## src/rtl/hz_pkg.sv

```systemverilog
package hz_pkg;
  localparam int unsigned NUM_LATE_SLOTS = 2;

  typedef enum logic [0:0] {
    SLOT_EX  = 1'b0,
    SLOT_MEM = 1'b1
  } late_slot_e;
endpackage

```

## src/rtl/hz_src_cmp.sv

```systemverilog
module hz_src_cmp #(
  parameter int unsigned AW = 5
) (
  input  logic          src_live,
  input  logic [AW-1:0] src_a,
  input  logic [AW-1:0] src_b,
  input  logic          slot_valid,
  input  logic          slot_we,
  input  logic [AW-1:0] slot_rd,
  output logic          hit
);
  logic writer;
  logic match_a;
  logic match_b;

  always_comb begin
    writer  = slot_valid && slot_we && (slot_rd != '0);
    match_a = (slot_rd == src_a);
    match_b = (slot_rd == src_b);
    hit     = src_live && writer && (match_a || match_b);
  end
endmodule

```

## src/rtl/hz_ctl_shadow.sv

```systemverilog
module hz_ctl_shadow #(
  parameter int unsigned DEPTH = 2
) (
  input  logic clk,
  input  logic rst,
  input  logic launch,
  output logic in_flight,
  output logic resolving
);
  logic [DEPTH-1:0] pos_q;

  generate
    if (DEPTH == 1) begin : g_single
      always_ff @(posedge clk) begin
        if (rst) pos_q <= '0;
        else     pos_q <= launch;
      end
    end else begin : g_chain
      always_ff @(posedge clk) begin
        if (rst) pos_q <= '0;
        else     pos_q <= {pos_q[DEPTH-2:0], launch};
      end
    end
  endgenerate

  always_comb begin
    in_flight = |pos_q;
    resolving = pos_q[DEPTH-1];
  end
endmodule

```

## src/rtl/hz_interlock.sv

```systemverilog
module hz_interlock #(
  parameter int unsigned AW        = 5,
  parameter int unsigned CTL_DEPTH = 2
) (
  input  logic          clk,
  input  logic          rst,
  input  logic          id_valid,
  input  logic          id_ctl,
  input  logic [AW-1:0] id_rs1,
  input  logic [AW-1:0] id_rs2,
  input  logic          ex_valid,
  input  logic          ex_we,
  input  logic [AW-1:0] ex_rd,
  input  logic          mem_valid,
  input  logic          mem_we,
  input  logic [AW-1:0] mem_rd,
  output logic          pc_hold,
  output logic          id_hold,
  output logic          bubble_ins,
  output logic          squash
);
  import hz_pkg::*;

  localparam int unsigned NS = NUM_LATE_SLOTS;

  logic          slot_v  [NS];
  logic          slot_w  [NS];
  logic [AW-1:0] slot_rd [NS];
  logic [NS-1:0] slot_hit;

  logic in_flight;
  logic resolving;
  logic id_live;
  logic data_stall;
  logic launch;

  always_comb begin
    slot_v[SLOT_EX]   = ex_valid;
    slot_w[SLOT_EX]   = ex_we;
    slot_rd[SLOT_EX]  = ex_rd;
    slot_v[SLOT_MEM]  = mem_valid;
    slot_w[SLOT_MEM]  = mem_we;
    slot_rd[SLOT_MEM] = mem_rd;
  end

  // decode slot behind an unresolved transfer is a squashed slot
  assign id_live = id_valid && !in_flight;

  generate
    for (genvar s = 0; s < NS; s++) begin : g_cmp
      hz_src_cmp #(.AW(AW)) u_cmp (
        .src_live   (id_live),
        .src_a      (id_rs1),
        .src_b      (id_rs2),
        .slot_valid (slot_v[s]),
        .slot_we    (slot_w[s]),
        .slot_rd    (slot_rd[s]),
        .hit        (slot_hit[s])
      );
    end
  endgenerate

  assign data_stall = |slot_hit;
  assign launch     = id_live && id_ctl && !data_stall && !rst;

  hz_ctl_shadow #(.DEPTH(CTL_DEPTH)) u_shadow (
    .clk       (clk),
    .rst       (rst),
    .launch    (launch),
    .in_flight (in_flight),
    .resolving (resolving)
  );

  always_comb begin
    id_hold    = data_stall;
    bubble_ins = data_stall;
    squash     = launch || in_flight;
    pc_hold    = data_stall || launch || (in_flight && !resolving);
  end
endmodule

```

## config.mk

```make
export PLATFORM = sky130hd
export DESIGN_NAME = hz_interlock
export DESIGN_NICKNAME = d
export VERILOG_FILES = /design/src/rtl/hz_pkg.sv /design/src/rtl/hz_src_cmp.sv /design/src/rtl/hz_ctl_shadow.sv /design/src/rtl/hz_interlock.sv
export SDC_FILE = /design/constraint.sdc
export NUM_CORES = 1
export LEC_CHECK = 0
export ABC_AREA = 1
export BUFFER_PORTS_ARGS = -buffer_cell sky130_fd_sc_hd__buf_2
export CORE_UTILIZATION = 35
export CTS_CLUSTER_SIZE = 25
export DETAILED_ROUTE_END_ITERATION = 10
export PLACE_DENSITY = 0.68
export SETUP_SLACK_MARGIN = 0.4
export SLEW_MARGIN = 0
export SYNTH_ARGS = -nofsm -noshare
export SYNTH_HDL_FRONTEND = slang
export SYNTH_SLANG_ARGS = --single-unit
```

## constraint.sdc

```tcl
create_clock -name clk -period 2.16 [get_ports clk]
set_input_delay 0.432 -clock clk [delete_from_list [all_inputs] [get_ports clk]]
set_output_delay 0.432 -clock clk [all_outputs]
set_load 0.02 [all_outputs]
```

==> reports/metrics.json <==
{
  "outcome": {
    "outcome": "complete, no violations"
  },
  "setup_path": {
    "worst-setup-path-type": "register to output pin",
    "timing.rr.end": "u_shadow.pos_q[0]$_SDFF_PP0_",
    "reg2reg_depth": 7,
    "critical_path.max_fanout": 3,
    "sort_of_element_at_the_end_of_the_critical_path": "output pin",
    "critPathLaunchType": "register",
    "reg_to_reg_slack_setup_ps": 930,
    "timing.rr.start": "u_shadow.pos_q[0]$_SDFF_PP0_",
    "worst_ep_arrival_time_ps": 1400,
    "required_time_of_the_critical_path_ps": 1730
  },
  "synth": {
    "synth_area_um2": 509.2,
    "synth_warnings": 0,
    "number_of_flip_flops_and_latches_in_the_synthesized_netlist": 2,
    "netlist_instances": 108,
    "synth.yosys.seq_area_share_pct": 7.862,
    "netlist-cell-type-count": 14,
    "synth_nets": 136,
    "synth.avg_cell_area_um2": 4.715
  },
  "global_routing": {
    "grt_start_max_net_pins": 6,
    "first_global_vias": 599,
    "aggregate_global_route_resource_usage_pct": 20.76,
    "global_route.overflow_total": 0,
    "grt_pass1_wl_um": 2228,
    "initial_antenna_violation_count": 0
  },
  "placement": {
    "place_hpwl_um": 1109,
    "buffer_ports.inserted": 31,
    "gp_congestion": 0.8056,
    "place_area_um2": 675.6
  },
  "sta": {
    "fmax_mhz": 544.6,
    "setup_total_negative_slack_ps": 0,
    "final_report_hold_violation_count": 0,
    "max_slew_margin_pct": 80.77,
    "tightest_slew_ps": 286.2,
    "layout_worst_path_cycle_share_pct": 85.01,
    "report.final.slew_viol_count": 0,
    "setup_viol_count_final": 0,
    "timing.clock.skew_ps": 3.351,
    "finalWorstPathRequiredPeriod_ps": 1836,
    "setup_repair_after_global_routing_missed_its_margin": "true"
  },
  "hold_path": {
    "hold_path_startpoint": "rst",
    "hold_path.class": "input pin to register",
    "worstHoldEndpoint": "u_shadow.pos_q[1]$_SDFF_PP0_",
    "timing.hold.worst_path_depth": 2
  },
  "power_and_ir_drop": {
    "p_switching_uw": 91.61,
    "power.clock.fraction_pct": 34.2,
    "cellLeakagePower_nw": 0.5145,
    "vdd_drop_max_mv": 0.1895,
    "combinationalPowerShare_pct": 49.5,
    "final_total_power_uw": 248.1,
    "switching_share_pct": 36.92,
    "cellInternalPower_uw": 156.5,
    "pwr_density_cell_nw_per_um2": 327.7,
    "power.sequential.fraction_pct": 16.3
  },
  "drt": {
    "drt_iter0_markers": 9,
    "antenna_left": 0,
    "detailroute.via_count": 702,
    "wire_per_inst_um": 9.108,
    "firstDrtPassIters": 4,
    "vias_per_cell": 4.443,
    "drt_drc_violations_left": 0,
    "drt-total-wl_um": 1439
  },
  "job": {
    "max-cap-violations": 0
  },
  "die": {
    "chipWidth_um": 40.15,
    "die_area_um2": 1612,
    "core_um2": 1334,
    "height_of_the_die_um": 40.15,
    "initial_core_util_pct": 38.18,
    "floorplan.rows": 13,
    "design.portCount": 32
  },
  "cells_and_area": {
    "design_area_um2": 757.0,
    "reg_top3": "u_shadow.pos_q: 2 flops",
    "max_reg_flops": 2,
    "nets": 173,
    "registers.top_by_ff_count": "u_shadow.pos_q",
    "final_layout_size_suffix_gt1_share_pct": 37.76,
    "antenna_cells_inserted": 0,
    "layout.core_utilization_pct": 56.75,
    "area.growth.synth_to_final_pct": 48.65
  },
  "clock_tree": {
    "cts_root_buffer": "sky130_fd_sc_hd__clkbuf_4",
    "clock_tree_from_tritoncts": "yes",
    "ctsLongestPathBuffers": 2,
    "clock_sink_total": 2,
    "number_of_buffers_created_by_cts": 3,
    "worst_skew_pair.late_latency_ps": 230,
    "clkSlewWorstSetupHoldPaths_ps": 30,
    "htree_levels": 1
  }
}
worst max-delay path, stage by stage, from the launching register on:
cell and delay (ps):
sky130_fd_sc_hd__dfxtp_2 330, sky130_fd_sc_hd__nor3b_4 220, sky130_fd_sc_hd__nand3_1 120, sky130_fd_sc_hd__a21oi_2 130, sky130_fd_sc_hd__nand2_2 100, sky130_fd_sc_hd__nand3_2 100
sky130_fd_sc_hd__nand2_2 50, sky130_fd_sc_hd__buf_6 130
synthesized netlist by cell type:
master / count / area [µm²]
sky130_fd_sc_hd__a21oi_2: 1 / 8.760
sky130_fd_sc_hd__buf_4: 1 / 7.510
sky130_fd_sc_hd__dfxtp_1: 2 / 40.04
sky130_fd_sc_hd__inv_1: 16 / 60.06
sky130_fd_sc_hd__inv_2: 6 / 22.52
sky130_fd_sc_hd__nand2_1: 43 / 161.4
sky130_fd_sc_hd__nand2_2: 2 / 12.51
sky130_fd_sc_hd__nand3_1: 8 / 40.04
sky130_fd_sc_hd__nand3_2: 1 / 10.01
sky130_fd_sc_hd__nor2_1: 19 / 71.32
sky130_fd_sc_hd__nor3_1: 2 / 10.01
sky130_fd_sc_hd__nor3b_2: 1 / 12.51
sky130_fd_sc_hd__xnor2_1: 4 / 35.03
sky130_fd_sc_hd__xor2_1: 2 / 17.52
power groups by stage:
| stage | logic [mW] | clock network (mW) | registers (mW) |
|---|---|---|---|
| 2_1_floorplan | 0.0629 | 0 | 0.0400 |
| 3_3_place_gp | 0.110 | 0 | 0.0403 |
| 3_5_place_dp | 0.112 | 0 | 0.0404 |
| 4_1_cts | 0.118 | 0.0878 | 0.0399 |
| 5_1_grt | 0.140 | 0.0931 | 0.0405 |
| 6_report | 0.123 | 0.0849 | 0.0405 |
cell families (layout without fill, tap and decap cells):
| family | after synthesis | in the layout | synth area share (%) |
|---|---|---|---|
| and+or+nand+nor | 76 | 76 | 62.41 |
| DFF | 2 | 2 | 7.863 |
| AOI/OAI and AO/OA | 1 | 1 | 1.720 |
| xor gates and xnor gates | 6 | 6 | 10.32 |
| buffers and inverters | 23 | 58 | 17.69 |
cells in the final DEF, fill, tap and decap left out, drive strengths merged:
master	synthesis	final
xor2	2	2
nand2	45	45
nor3b	1	1
clkbuf	0	3
inv	22	22
dfxtp	2	2
nor2	19	19
buf	1	33
nand3	9	9
nor3	2	2
xnor2	4	4
a21oi	1	1
per-layer routing:
layer  vias up  share of wire (%)  GRT usage, %
met5         -                  0             0
met1       294                 48         26.32
met2        20                 46         33.47
met3         0                5.9         6.667
li1        388                  -             -
met4         0                  0         5.172
final cells by class:
cell class / instances / area [µm²]
clock buffer: 3 / 22.52
inverter: 22 / 82.58
multi-input combinational: 83 / 402.9
fill: 147 / 576.8
timing repair buffer: 33 / 187.7
tap: 15 / 18.77
sequential: 2 / 42.54
per-stage QoR:
stage / hold WS, ps / setup WS [ps] / cells
2_1_floorplan: 449.5 / 462.4 / 108
6_report: 364.7 / 323.7 / 158
3_3_place_gp: 476.6 / 381.8 / 153
4_1_cts: 358.7 / 351.0 / 158
3_5_place_dp: 482.0 / 363.8 / 153
5_1_grt: 351.4 / 261.0 / 158
worst max-delay path by stage:
stage                                            start       to  slack [ps]
after detailed placement                      ex_rd[2]   squash         360
final                     u_shadow.pos_q[0]$_SDFF_PP0_   squash         320
after CTS                 u_shadow.pos_q[1]$_SDFF_PP0_   squash         350
after global routing      u_shadow.pos_q[0]$_SDFF_PP0_   squash         260
after global placement                        ex_rd[2]   squash         380
after floorplan                               id_valid  id_hold         460
what timing repair did:
action,in CTS,in global routing
endpoints found under the setup margin,4,4
resized for setup,8,6
setup buffers,2,0
pin swaps,7,3
hold buffers,0,0
No activity file was read; power rests on OpenSTA's default activity.
